$ cat config.mk
export PLATFORM = sky130hd
export DESIGN_NAME = win_announcer
export DESIGN_NICKNAME = d
export VERILOG_FILES = /design/src/rtl/announcer_pkg.sv /design/src/rtl/announcer_step.sv /design/src/rtl/announcer_state_reg.sv /design/src/rtl/announcer_outputs.sv /design/src/rtl/win_announcer.sv
export SDC_FILE = /design/constraint.sdc
export NUM_CORES = 1
export LEC_CHECK = 0
export BUFFER_PORTS_ARGS = -buffer_cell sky130_fd_sc_hd__clkbuf_2
export CAP_MARGIN = 5
export CORE_AREA = 2 2 39 41
export CTS_CLUSTER_DIAMETER = 60
export DETAILED_ROUTE_END_ITERATION = 8
export DIE_AREA = 0 0 41 43
export SYNTH_ARGS = -nofsm -noshare
export SYNTH_HDL_FRONTEND = slang
export SYNTH_HIERARCHICAL = 1
export SYNTH_SLANG_ARGS = --single-unit
$ cat constraint.sdc
create_clock -name clk -period 1.91 [get_ports clk]
set_clock_uncertainty 0.2 [all_clocks]
set_input_delay 0.0955 -clock clk [delete_from_list [all_inputs] [get_ports clk]]
set_output_delay 0.0955 -clock clk [all_outputs]
set_load 0.02 [all_outputs]
$ cat src/rtl/announcer_pkg.sv
package announcer_pkg;

   // Logical game states. The enum value is also the one-hot bit index.
   typedef enum logic [2:0] {
      ST_P2_AHEAD = 3'd0,
      ST_EVEN     = 3'd1,
      ST_P1_AHEAD = 3'd2,
      ST_P1_WON   = 3'd3,
      ST_P2_WON   = 3'd4
   } rally_state_e;

   localparam int  NUM_STATES  = 5;
   localparam int  BIN_WIDTH   = $clog2(NUM_STATES);
   localparam logic SCORER_P1  = 1'b0;
   localparam logic SCORER_P2  = 1'b1;

   function automatic logic is_terminal(input rally_state_e s);
      return (s == ST_P1_WON) || (s == ST_P2_WON);
   endfunction

endpackage

$ cat src/rtl/announcer_step.sv
module announcer_step
   import announcer_pkg::*;
(
   input  rally_state_e cur,
   input  logic         point_valid,
   input  logic         scorer,
   output rally_state_e nxt
);

   always_comb begin
      nxt = cur;
      if (point_valid) begin
         case (cur)
            ST_EVEN:     nxt = (scorer == SCORER_P2) ? ST_P2_AHEAD : ST_P1_AHEAD;
            ST_P1_AHEAD: nxt = (scorer == SCORER_P2) ? ST_EVEN     : ST_P1_WON;
            ST_P2_AHEAD: nxt = (scorer == SCORER_P2) ? ST_P2_WON   : ST_EVEN;
            default:     nxt = cur;   // terminal states absorb points
         endcase
      end
   end

endmodule

$ cat src/rtl/announcer_state_reg.sv
module announcer_state_reg
   import announcer_pkg::*;
#(
   parameter bit ONE_HOT = 1'b0
)(
   input  logic         clk,
   input  logic         rst,
   input  rally_state_e nxt,
   output rally_state_e cur
);

   localparam int SW = ONE_HOT ? NUM_STATES : BIN_WIDTH;

   generate
      if (ONE_HOT) begin : g_onehot
         logic [SW-1:0] q;
         always_ff @(posedge clk) begin
            if (rst) q <= SW'(1) << int'(ST_EVEN);
            else     q <= SW'(1) << int'(nxt);
         end
         always_comb begin
            cur = ST_EVEN;
            for (int i = 0; i < SW; i++)
               if (q[i]) cur = rally_state_e'(3'(i));
         end

         // the one-hot register never holds more or fewer than one bit
         a_r1_onehot_legal: assert property (@(posedge clk) disable iff (rst)
            $onehot(q));
      end else begin : g_binary
         logic [SW-1:0] q;
         always_ff @(posedge clk) begin
            if (rst) q <= SW'(ST_EVEN);
            else     q <= SW'(nxt);
         end
         assign cur = rally_state_e'(q);

         // the binary code always names one of the five states
         a_r1_binary_legal: assert property (@(posedge clk) disable iff (rst)
            q < SW'(NUM_STATES));
      end
   endgenerate

endmodule

$ cat src/rtl/announcer_outputs.sv
module announcer_outputs
   import announcer_pkg::*;
(
   input  logic         clk,
   input  logic         rst,
   input  rally_state_e nxt,
   output logic         win,
   output logic         winner
);

   always_ff @(posedge clk) begin
      if (rst) begin
         win    <= 1'b0;
         winner <= 1'b0;
      end else begin
         win    <= is_terminal(nxt);
         winner <= (nxt == ST_P2_WON);
      end
   end

   // winner identity is masked while no game is decided
   a_r8_winner_masked: assert property (@(posedge clk) disable iff (rst)
      !win |-> !winner);

endmodule

$ cat src/rtl/win_announcer.sv
module win_announcer
   import announcer_pkg::*;
#(
   parameter bit ONE_HOT = 1'b0
)(
   input  logic clk,
   input  logic rst,
   input  logic point_valid,
   input  logic scorer,
   output logic win,
   output logic winner
);

   generate
      if (NUM_STATES != 5) begin : g_bad_states
         $error("win_announcer: state count must be five");
      end
   endgenerate

   rally_state_e cur_st, nxt_st;

   announcer_step u_step (
      .cur         (cur_st),
      .point_valid (point_valid),
      .scorer      (scorer),
      .nxt         (nxt_st)
   );

   announcer_state_reg #(.ONE_HOT(ONE_HOT)) u_state (
      .clk (clk),
      .rst (rst),
      .nxt (nxt_st),
      .cur (cur_st)
   );

   announcer_outputs u_out (
      .clk    (clk),
      .rst    (rst),
      .nxt    (nxt_st),
      .win    (win),
      .winner (winner)
   );

   // reset wins over any strobe in the same cycle
   a_r1_reset_clears: assert property (@(posedge clk)
      rst |=> (!win && !winner && cur_st == ST_EVEN));

   // an edge without a strobe holds the state
   a_r2_idle_hold: assert property (@(posedge clk) disable iff (rst)
      !point_valid |=> $stable(cur_st));

   // player 1 converts a one-point lead
   a_r5_p1_wins: assert property (@(posedge clk) disable iff (rst)
      (cur_st == ST_P1_AHEAD && point_valid && scorer == SCORER_P1) |=> (win && !winner));

   // player 2 converts a one-point lead
   a_r6_p2_wins: assert property (@(posedge clk) disable iff (rst)
      (cur_st == ST_P2_AHEAD && point_valid && scorer == SCORER_P2) |=> (win && winner));

   // a decided game stays decided until reset
   a_r7_sticky_win: assert property (@(posedge clk) disable iff (rst)
      win |=> (win && $stable(winner)));

endmodule

==> Word level (Yosys, flattened, before mapping) <==
Index checks and enable logic that the tools add are counted.
{ "totals": {"elab_cells": 14, "out_inout_bits": 2, "reg_bits": 5} }
{ "classes": {"mux": 5, "n_reduce_logical": 2, "eq_ne": 4} }
{ "op_table": {"columns": ["operator", "n"], "rows": [
  ["$pmux W3 S3", 1],
  ["$eq A3 B2 Y1 const B", 2],
  ["$mux W3", 2],
  ["$mux W2", 2],
  ["$eq A3 B1 Y1 const B", 1],
  ["$eq A3 B3 Y1 const B", 1],
  ["$logic_not A3 Y1", 1],
  ["$logic_or A1 B1 Y1", 1]
]} }

==> Longest topological paths before layout <==
Gate-level depths: netlist of run 1.
{ "depth": {"ltp_word": 5, "ltp_mapped": 4} }

==> Hierarchy <==
The synthesis of run 1 kept the hierarchy.
{ "by_module_without_submodules": {"columns": ["module", "instances", "cells_each", "area_per_inst_um2"], "rows": [
  ["announcer_state_reg", 1, 6, 83.8],
  ["announcer_outputs", 1, 5, 80.1],
  ["announcer_step", 1, 9, 75.1]
]} }

==> Worst setup path after synthesis of run 1 <==
No wires, ideal clock.
{ "synth_path": {"path_kind": "reg2reg", "start": "reg u_state.g_binary.q[2] (netlist: u_state/cur[2])", "end": "reg u_out.win", "t_arrival_ns": 1.384, "n_path_buf": 0, "synth_period_minus_slack_ns": 1.642, "setup_time_ns": 0.058, "slack_ns": 0.268, "stages_incl_launch_ff": 5, "cell_sequence": "dfxtp_1 or3b_1 a211oi_2 nor4bb_1 or2_1"} }
{ "synth_between": {"elab_chain_len": 5, "elab_cells_between_ends": 8} }
{ "synth_lines": {"columns": ["item", "line", "source"], "rows": [
  ["start, declared", "announcer_state_reg.sv:31", "logic [SW-1:0] q;"],
  ["start signal, assigned", "announcer_state_reg.sv:33", "if (rst) q <= SW'(ST_EVEN);"],
  ["start signal, assigned", "announcer_state_reg.sv:34", "else q <= SW'(nxt);"],
  ["$eq A3 B2 Y1, or another cell as far along", "announcer_step.sv:13", "case (cur)"],
  ["$pmux W3 S3 (*)", "announcer_step.sv:13", null],
  ["$mux W3 (*)", "announcer_step.sv:12", "if (point_valid) begin"],
  ["named net nxt_st[1]", "win_announcer.sv:20", "rally_state_e cur_st, nxt_st;"],
  ["$eq A3 B2 Y1 or $eq A3 B3 Y1 (tied branches)", "announcer_pkg.sv:18", "return (s == ST_P1_WON) || (s == ST_P2_WON);"],
  ["$logic_or A1 B1 Y1 (*)", "announcer_pkg.sv:18", null],
  ["end signal, assigned", "announcer_outputs.sv:16", "win <= is_terminal(nxt);"],
  ["end, declared", "announcer_outputs.sv:7", "output logic win,"]
]} }
Mark *: on every way through the listed nets, which the timed path passes. The rest lies on a longest branch.
A chain may end at the register's enable or synchronous reset.

==> Worst setup path after layout of run 1 <==
Same ends and word-level chain as after synthesis.

==> results of run 1 <==
[report_power, final]
group | leakage, µW | internal [µW] | total (µW) | switching (µW)
registers | 0.0000409 | 112 | 116 | 4.12
logic | 0.0000773 | 23.3 | 45.3 | 22.0
clock network | 0.0000150 | 78.9 | 121 | 41.9
[path summary, 6_finish.rpt]
check                        end  slack (ns)           start  cells after the start
hold / removal    u_state/cur[2]        0.11     point_valid                      3
setup reg to reg       u_out/win        0.17  u_state/cur[2]                      4
setup / recovery       u_out/win        0.17  u_state/cur[2]                      4
hold reg to reg   u_state/cur[2]        0.47  u_state/cur[2]                      2
[Yosys cell counts]
| cell type | count |
|---|---|
| mux2_1 | 1 |
| dfxtp_1 | 5 |
| a31o_2 | 1 |
| and2b_2 | 2 |
| or2_1 | 2 |
| o21bai_1 | 1 |
| and4bb_2 | 1 |
| nor2b_1 | 1 |
| nor2_1 | 1 |
| or3b_1 | 1 |
| nor4b_4 | 1 |
| inv_1 | 1 |
| nor4bb_1 | 1 |
| a211oi_2 | 1 |
[sequential cells by signal, indices dropped and copies added, names as in the netlist]
name / flops
u_out/winner: 1
u_state/cur: 3
u_out/win: 1
[stage by stage]
stage               hold slack (ns)  utilization [%]  area, µm²  power (µW)
floorplan                   -0.0297                -        239         149
global placement              0.156             20.5        284         161
detailed placement            0.157             20.5        284         162
CTS                          0.0896             23.1        320         290
global route                  0.110             23.1        320         301
finish                        0.109             23.1        320         282
[layout make-up]
cell class | count | area [µm²]
sequential | 5 | 100
multi-input combinational | 14 | 135
timing repair buffer | 6 | 35.0
inverter | 1 | 3.75
fill | 154 | 1060
clock buffer | 4 | 26.3
tap | 16 | 20.0
[routing by layer]
layer  GRT usage, %  up-vias  share of wire [%]
met5              0        -                  0
met4           8.00        0                  0
met3           4.71        0                 11
met2           7.19        6                 46
met1           5.81       82                 43
li1               -       92                  -
[cells by family after synthesis]
family | count (synthesis) | share of synthesized area [%]
buffers and inverters | 1 | 1.57
and+or+nand+nor | 10 | 39.8
DFF | 5 | 41.9
AOI/OAI and AO/OA | 3 | 12.0
muxes | 1 | 4.71
[critical path, delay by kind of cell, from the launching register on]
family           cells  cell delay [ns]
flip-flops           1             0.32
AO/OA/AOI/OAI        1             0.37
AND/OR/NAND/NOR      3             0.80
[repair_timing]
item | 4_1_cts | 5_1_grt
hold buffers | 1 | 0
resized for setup | 0 | 0
endpoints found under the hold margin | 2 | 0
==> summary.txt, run 1 <==
Clock tree
  • Clock latency on the worst-skew pair: 0.24 ns
  • CTS root buffer: clkbuf_4
  • Htree depth: 1
  • Max Root-Sink Buffers: 2
  • CTS tree: done
  • Setup Buffers After CTS: 0
  • CTS Buf Count: 3
  • Clock slew at reported path FFs: 0.04 ns
  • Clock sink total: 5

Synth
  • Syn Area/Cell: 11.9 µm²
  • Post-synthesis sequential area ratio: 41.9%
  • Mapped Area: 239 µm²
  • Ys Warns: 6
  • Post-synth top area cell: dfxtp_1
  • Library cells used by synthesis: 14
  • Seq cells post-synth: 5
  • Most area-consuming cells after synthesis: dfxtp_1 42%, nor4b_4 9.9%, and2b_2 7.3%
  • Synth top area share: 41.9%
  • Mapped Cells: 20
  • Post-Syn Nets: 24

Power
  • Power Density: 881 mW/mm²
  • Leakage: 0.000133 µW
  • Maximum VDD drop: 0.177 mV

STA
  • Final hold violations: 0
  • Tcrit/Tclk final: 91.1%
  • PnR worst setup slack: 0.169 ns
  • Max Freq: 575 MHz
  • Setup violators final: 0
  • Slew headroom: 76.7%
  • Setup TNS: 0 ns
  • Pins Over Slew Limit: 0
  • Min cycle time layout: 1.74 ns
  • Worst slew pin tran: 0.348 ns
  • Unrepaired setup endpoints after global routing: no

Finish
  • Nets@finish: 35
  • Most frequent cells in the layout: 5 x clkbuf_2, 5 x dfxtp_1, 3 x clkbuf_4, 2 x or2_1, 2 x and2b_2
  • Post-Layout Cell Count: 46
  • Area growth, synth to finish: 34.0%
  • # diodes: 0
  • Layout cells sized above 1: 46.7%

GRT
  • Largest net degree at the start of global routing: 6
  • First-pass GRT wire length: 634 µm
  • Gr usage total: 6.23%
  • Initial antenna violation count: 0
  • Total congestion overflow: 0
  • Vias in the first global route: 171

Worst setup path
  • Crit. End Element: flip-flop
  • Slowest-stage cell, CP: or3b_1
  • Startpoint types: flip-flop
  • Worst EP arrival: 1.73 ns
  • WS Path Type: flip-flop to flip-flop
  • Critical path required time: 1.90 ns
  • Critical path, cell by cell: or3b_1, a211oi_2, nor4bb_1, or2_1
  • Max FO, Critical Path: 4
  • Worst path max stage delay: 0.39 ns

Floorplan
  • Initial Util: 17.3%
  • Die width: 41 µm
  • Die span in y: 43 µm
  • IO Pins: 6
  • DIE AREA: 0.00176 mm²
  • Row Count: 14
  • Core area: 0.00138 mm²

Detailed routing
  • DR WL/cell: 8.52 µm
  • Wirelength, routed: 392 µm
  • Vias/cell: 3.91
  • DRC Markers: 0
  • Via Count: 180
  • DRT Pass-1 Iters: 4
  • Post-route ant nets: 0
  • DR iter-0 viols: 3

Job
  • Max-cap violations: 0

Place
  • Final GP Congestion: 0.601
  • Placed insts: 41
  • Dpl ws: 0.147 ns
  • IO Port Bufs: 5

Run status
  • Outcome: completed

Worst hold path
  • Worst hold path class: input pin to flip-flop
Note: power is estimated with default switching activity, not from simulation.
==> run 2, diff against run 1 <==
--- a/config.mk
+++ b/config.mk
@@ -5,12 +5,16 @@
 export SDC_FILE = /design/constraint.sdc
 export NUM_CORES = 1
 export LEC_CHECK = 0
+export ABC_AREA = 1
 export BUFFER_PORTS_ARGS = -buffer_cell sky130_fd_sc_hd__clkbuf_2
 export CAP_MARGIN = 5
+export CELL_PAD_IN_SITES_DETAIL_PLACEMENT = 0
+export CELL_PAD_IN_SITES_GLOBAL_PLACEMENT = 1
 export CORE_AREA = 2 2 39 41
 export CTS_CLUSTER_DIAMETER = 60
 export DETAILED_ROUTE_END_ITERATION = 8
 export DIE_AREA = 0 0 41 43
+export PLACE_DENSITY_LB_ADDON = 0.1
 export SYNTH_ARGS = -nofsm -noshare
 export SYNTH_HDL_FRONTEND = slang
 export SYNTH_HIERARCHICAL = 1
==> summary.txt, run 2 <==
STA
  • Final hold violations: 0 (unchanged)
  • Slew headroom: 79.6% (+2.9 points)
  • Max Freq: 801 MHz (+39%)
  • Worst slew pin tran: 0.303 ns (-0.0454 ns)
  • Fin Hold WS: 0.0803 ns (-0.0288 ns)
  • Unrepaired setup endpoints after global routing: no
  • Tcrit/Tclk final: 65.4% (-26 points)
  • Pins Over Slew Limit: 0 (unchanged)
  • Setup violators final: 0 (unchanged)
  • Min cycle time layout: 1.25 ns (-0.491 ns)
  • Setup TNS: 0 ns (unchanged)

Floorplan
  • Row Count: 14 (unchanged)
  • DIE AREA: 0.00176 mm² (unchanged)
  • Die width: 41 µm (unchanged)
  • Initial Util: 17.4% (+0.090 points)
  • IO Pins: 6 (unchanged)
  • Core area: 0.00138 mm² (unchanged)
  • Die span in y: 43 µm (unchanged)

Finish
  • Most frequent cells in the layout: 12 x nand2_1, 11 x inv_1, 5 x clkbuf_2, 5 x nor2_1, 5 x dfxtp_1
  • Util after Layout: 23.2% (+0.090 points)
  • Largest register FFs: 3 (unchanged)
  • Fillers: 169 (+9.7%)
  • Commonest non-fill, non-tap cell in the layout: nand2_1
  • Area growth, synth to finish: 33.9%
  • # diodes: 0 (unchanged)
  • Layout cells sized above 1: 20.0% (-27 points)
  • Nets@finish: 55 (+57%)
  • Final instance area: 322 µm² (+0.39%)
  • Post-Layout Cell Count: 66 (+43%)

Synth
  • Post-synthesis sequential area ratio: 41.7% (-0.22 points)
  • EDFF count, synth: 0 (unchanged)
  • Library cells used by synthesis: 8 (-6)
  • Seq cells post-synth: 5 (unchanged)
  • Count leader, synth: nand2_1
  • Post-Syn Nets: 44 (+83%)
  • Syn Area/Cell: 6.01 µm² (-50%)
  • Post-synth top cells: 12 x nand2_1, 11 x inv_1, 5 x dfxtp_1, 5 x nor2_1, 4 x nand3_1
  • Mapped Area: 240 µm² (+0.52%)
  • Most area-consuming cells after synthesis: dfxtp_1 42%, nand2_1 19%, inv_1 17%
  • Post-synth ARST share: 0% (unchanged)
  • Mapped Cells: 40 (+100%)
  • Ys Warns: 6 (unchanged)
  • Synth top area share: 41.7% (-0.22 points)
  • Ys flop type: dfxtp_1
  • Post-synth top area cell: dfxtp_1

Worst hold path
  • Worst hold path class: input pin to flip-flop
  • Hold Crit Depth: 6 (+3)
  • Hold worst-path end: u_state/cur[1]
  • Hold path start: scorer

Clock tree
  • Clock slew at reported path FFs: 0.04 ns (about the same)
  • CTS root buffer: clkbuf_4
  • Clock latency on the worst-skew pair: 0.24 ns (about the same)
  • Max Root-Sink Buffers: 2 (unchanged)
  • CTS tree: done
  • CTS Buf Count: 3 (unchanged)
  • Setup Buffers After CTS: 0 (unchanged)
  • Htree depth: 1 (unchanged)
  • Clock sink total: 5 (unchanged)

Worst setup path
  • WS Path Type: flip-flop to flip-flop
  • R2r setup slk: 0.66 ns (+0.49 ns)
  • Max FO, Critical Path: 3 (-1)
  • RR Endpoint: u_out/win
  • Slowest-stage cell, CP: dfxtp_1
  • Crit. End Element: flip-flop
  • Worst reg2reg path depth: 7 (+3)
  • CP delay by family, top: flip-flops
  • RR Startpoint: u_state/cur[1]
  • Critical path required time: 1.90 ns (about the same)
  • Critical path, cell by cell: inv_1, nand2_1, o21ai_0, inv_1, nor2_1, nand2_1, nand2_1
  • Worst EP arrival: 1.24 ns (-0.49 ns)
  • Startpoint types: flip-flop
  • WP buf/inv: 2 (+2)
  • Most common cell on crit path: nand2_1
  • Worst path max stage delay: 0.30 ns (-0.09 ns)

Power
  • Power Density: 872 mW/mm² (-1.0%)
  • Maximum VDD drop: 0.331 mV (+87%)
  • Leakage: 0.000192 µW (+44%)

GRT
  • Gr usage total: 7.52% (+1.3 points)
  • Vias in the first global route: 209 (+22%)
  • Largest net degree at the start of global routing: 6 (unchanged)
  • Total congestion overflow: 0 (unchanged)
  • First-pass GRT wire length: 786 µm (+24%)
  • Initial antenna violation count: 0 (unchanged)

Detailed routing
  • DRT Pass-1 Iters: 3 (-1)
  • DRC Markers: 0 (unchanged)
  • DR iter-0 viols: 12 (+9)
  • Via Count: 227 (+26%)
  • Wirelength, routed: 461 µm (+18%)
  • Post-route ant nets: 0 (unchanged)
  • DR WL/cell: 6.98 µm (-18%)
  • Vias/cell: 3.44 (-12%)

Place
  • IO Port Bufs: 5 (unchanged)
  • Final GP Congestion: 0.574 (-4.5%)
  • Placed inst area: 285 µm² (+0.44%)
  • HPWL after DPL: 377 µm
  • Placed insts: 61 (+49%)

Run status
  • Outcome: completed

Job
  • Max-cap violations: 0 (unchanged)
run 2: cell types whose count changed in the layout (fill, tap and decap cells not counted), moves of 2 or more:
| cell | change |
|---|---|
| nand2_1 | +12 |
| inv_1 | +10 |
| nand3_1 | +4 |
| nor2_1 | +4 |
| and2b_2 | -2 |
| or2_1 | -2 |
run 2: worst min-delay path: cells and delay by family:
family | cells | cell delay (ns)
and+or+nand+nor | 3 | 0.18
buffers and inverters | 3 | 0.20
run 2: power by group:
part | internal (µW) | leakage, µW | switching (µW)
combinational | 16.8 | 0.000137 | 28.5
clock | 78.9 | 0.0000150 | 41.4
sequential | 112 | 0.0000410 | 2.81
run 2: area by class of cell:
class / count / area (µm²) / share of cell area, %
flip-flops and latches: 5 / 100 / 31.1
repair buffers: 6 / 35.0 / 10.9
clock buffers: 4 / 26.3 / 8.17
well taps: 16 / 20.0 / 6.23
inverters: 12 / 45.0 / 14.0
multi-input cells: 23 / 95.1 / 29.6
run 2: routing by layer:
metal  routed length (µm)  global-route usage (%)  up-vias
met4                   11                    10.0        0
met3                   39                    3.14        2
li1                     -                       -      132
met2                  209                    8.44        6
met5                    0                       0        -
met1                  200                    8.65       87
run 2: kinds of logic after synthesis:
logic type / Yosys count / synth area share, %
compound gates: 1 / 2.08
buf+inv: 12 / 18.7
simple gates: 22 / 37.5
flops: 5 / 41.7
run 2: worst max-delay path by stage:
stage	end	cells past startpoint	slack (ns)	from
finish	u_out/win	7	0.66	u_state/cur[1]
global placement	u_out/win	7	0.65	u_state/cur[0]
global route	u_out/win	7	0.42	u_state/cur[1]
floorplan	u_out/win	7	0.76	u_state/cur[0]
CTS	u_out/win	7	0.65	u_state/cur[1]
detailed placement	u_out/win	7	0.66	u_state/cur[0]
run 2: what timing repair did:
item,CTS,global route
resized for setup,0,0
hold endpoints to repair,5,0
hold buffers,1,0
run 2: through the flow:
stage	worst slack, ns	power [µW]
6_report	0.661	280
5_1_grt	0.424	301
4_1_cts	0.655	289
3_3_place_gp	0.652	161
3_5_place_dp	0.664	161
2_1_floorplan	0.760	148
==> run 3, diff against run 2 <==
==> constraint.sdc (replaced) <==
create_clock -name clk -period 1.1 [get_ports clk]
set_clock_uncertainty 0.2 [all_clocks]
set_input_delay 0.055 -clock clk [delete_from_list [all_inputs] [get_ports clk]]
set_output_delay 0.055 -clock clk [all_outputs]
set_load 0.02 [all_outputs]
==> summary.txt, run 3 (synthesis gave the netlist of run 2 again) <==
STA
  • PnR worst setup slack: -0.0193 ns (-0.680 ns)
  • Setup TNS: -0.0237 ns (-0.0237 ns)
  • Fin Hold WS: -0.163 ns (-0.243 ns)
  • Max Freq: 893 MHz (+12%)
  • Slew headroom: 91.4% (+12 points)
  • Worst slew pin tran: 0.128 ns (-0.175 ns)
  • Pins Over Slew Limit: 0 (unchanged)
  • Tcrit/Tclk final: 102% (+36 points)
  • Final hold violations: 4 (+4)
  • Setup violators final: 2 (+2)
  • Unrepaired setup endpoints after global routing: yes
  • Min cycle time layout: 1.12 ns (-0.130 ns)

Clock tree
  • Clock sink total: 5 (unchanged)
  • Htree depth: 1 (unchanged)
  • Max Root-Sink Buffers: 2 (unchanged)
  • Clock slew at reported path FFs: 0.04 ns (about the same)
  • Clock latency on the worst-skew pair: 0.24 ns (about the same)
  • CTS Buf Count: 3 (unchanged)
  • CTS root buffer: clkbuf_4
  • CTS hold repair buffers: 1 (unchanged)
  • CTS tree: done

Place
  • IO Port Bufs: 5 (unchanged)
  • Dpl ws: -0.0914 ns (-0.755 ns)
  • HPWL after DPL: 397 µm (+5.2%)
  • Final GP Congestion: 0.569 (-0.91%)

Detailed routing
  • Via Count: 257 (+13%)
  • Wirelength, routed: 569 µm (+23%)
  • DRC Markers: 0 (unchanged)
  • DR iter-0 viols: 5 (-7)
  • DR WL/cell: 8.37 µm (+20%)
  • Post-route ant nets: 0 (unchanged)
  • Vias/cell: 3.78 (+9.9%)
  • DRT Pass-1 Iters: 4 (+1)

Worst setup path
  • WS Path Type: flip-flop to flip-flop
  • RR Endpoint: u_out/win
  • Worst path max stage delay: 0.31 ns (about the same)
  • Worst EP arrival: 1.05 ns (-0.19 ns)
  • Worst reg2reg path depth: 7 (unchanged)
  • Crit. End Element: flip-flop
  • Critical path required time: 1.03 ns (-0.87 ns)
  • Critical path, cell by cell: inv_2, buf_4, nand3_2, nand2_2, nor2_1, nand2_1, nand2_1
  • Startpoint types: flip-flop
  • RR Startpoint: u_state/cur[0]
  • WP buf/inv: 2 (unchanged)
  • Slowest-stage cell, CP: dfxtp_2
  • Max FO, Critical Path: 3 (unchanged)
  • Most common cell on crit path: nand2_1
  • R2r setup slk: -0.02 ns (-0.68 ns)
  • CP delay by family, top: flip-flops

Run status
  • Failing checks: negative hold slack, negative setup slack
  • Outcome: finished with violations

Worst hold path
  • Hold Crit Depth: 2 (-4)
  • Hold worst-path end: u_state/cur[1]
  • Hold path start: rst
  • Worst hold path class: input pin to flip-flop

Floorplan
  • Die width: 41 µm (unchanged)
  • Row Count: 14 (unchanged)
  • IO Pins: 6 (unchanged)
  • DIE AREA: 0.00176 mm² (unchanged)
  • Initial Util: 17.4% (unchanged)
  • Die span in y: 43 µm (unchanged)
  • Core area: 0.00138 mm² (unchanged)

GRT
  • First-pass GRT wire length: 910 µm (+16%)
  • Initial antenna violation count: 0 (unchanged)
  • Vias in the first global route: 225 (+7.7%)
  • Gr usage total: 8.53% (+1.0 points)
  • Total congestion overflow: 0 (unchanged)
  • Largest net degree at the start of global routing: 6 (unchanged)

Finish
  • Largest register FFs: 3 (unchanged)
  • Area growth, synth to finish: 57.8%
  • Most frequent cells in the layout: 9 x nand2_1, 8 x inv_1, 5 x clkbuf_2, 5 x nor2_1, 4 x inv_2
  • Util after Layout: 27.4% (+4.2 points)
  • Commonest non-fill, non-tap cell in the layout: nand2_1
  • # diodes: 0 (unchanged)
  • Layout cells sized above 1: 46.2% (+26 points)
  • Nets@finish: 57 (+3.6%)

Power
  • Maximum VDD drop: 0.517 mV (+56%)
  • Power Density: 1380 mW/mm² (+58%)
  • Leakage: 0.000208 µW (+8.3%)

Job
  • Max-cap violations: 0 (unchanged)
## run 3: cell types whose count changed in the layout (fill, tap and decap cells not counted), sizes merged
cell | previous run | this run
buf | 0 | 2
## run 3: per-layer routing
layer | part of all wire (%) | vias to the layer above | GRT usage, %
li1 | - | 137 | -
met1 | 40 | 114 | 9.94
met2 | 52 | 4 | 10.3
met3 | 6.0 | 2 | 3.14
met4 | 1.9 | 0 | 10.0
met5 | 0 | - | 0
## run 3: through the flow
stage          total power, µW  hold slack [ns]  instances  area (µm²)
2_1_floorplan              257          -0.0736         40         240
3_3_place_gp               280           0.0933         61         285
3_5_place_dp               281           0.0939         61         285
4_1_cts                    513           -0.162         66         339
5_1_grt                    559           -0.150         68         379
6_report                   522           -0.163         68         379
## run 3: worst max-delay path by stage
stage                     slack [ns]            from        end  depth (start not counted)
after detailed placement       -0.09  u_state/cur[0]  u_out/win                          7
after CTS                      -0.04  u_state/cur[0]  u_out/win                          7
after global routing           -0.08  u_state/cur[0]  u_out/win                          7
after global placement         -0.08  u_state/cur[0]  u_out/win                          7
after floorplan                 0.02  u_state/cur[0]  u_out/win                          7
final                          -0.02  u_state/cur[0]  u_out/win                          7
## run 3: area by class of cell
class	instances	area, µm²
Inverter	12	45.0
Fill cell	169	1000
Sequential cell	5	104
Tap cell	16	20.0
Timing Repair Buffer	8	50.0
Multi-Input combinational cell	23	134
Clock buffer	4	26.3
## run 3: repair_timing
action	in CTS	in global routing
gates resized for setup	9	6
hold endpoints to repair	5	4
buffers inserted	0	2
pin swaps	2	2
setup endpoints to repair	2	3
## run 3: where the power goes
group / total (µW) / leakage [µW] / switching (µW) / internal, µW
logic: 112 / 0.000152 / 66.6 / 45.5
clock network: 206 / 0.0000150 / 69.2 / 137
registers: 204 / 0.0000416 / 7.17 / 196
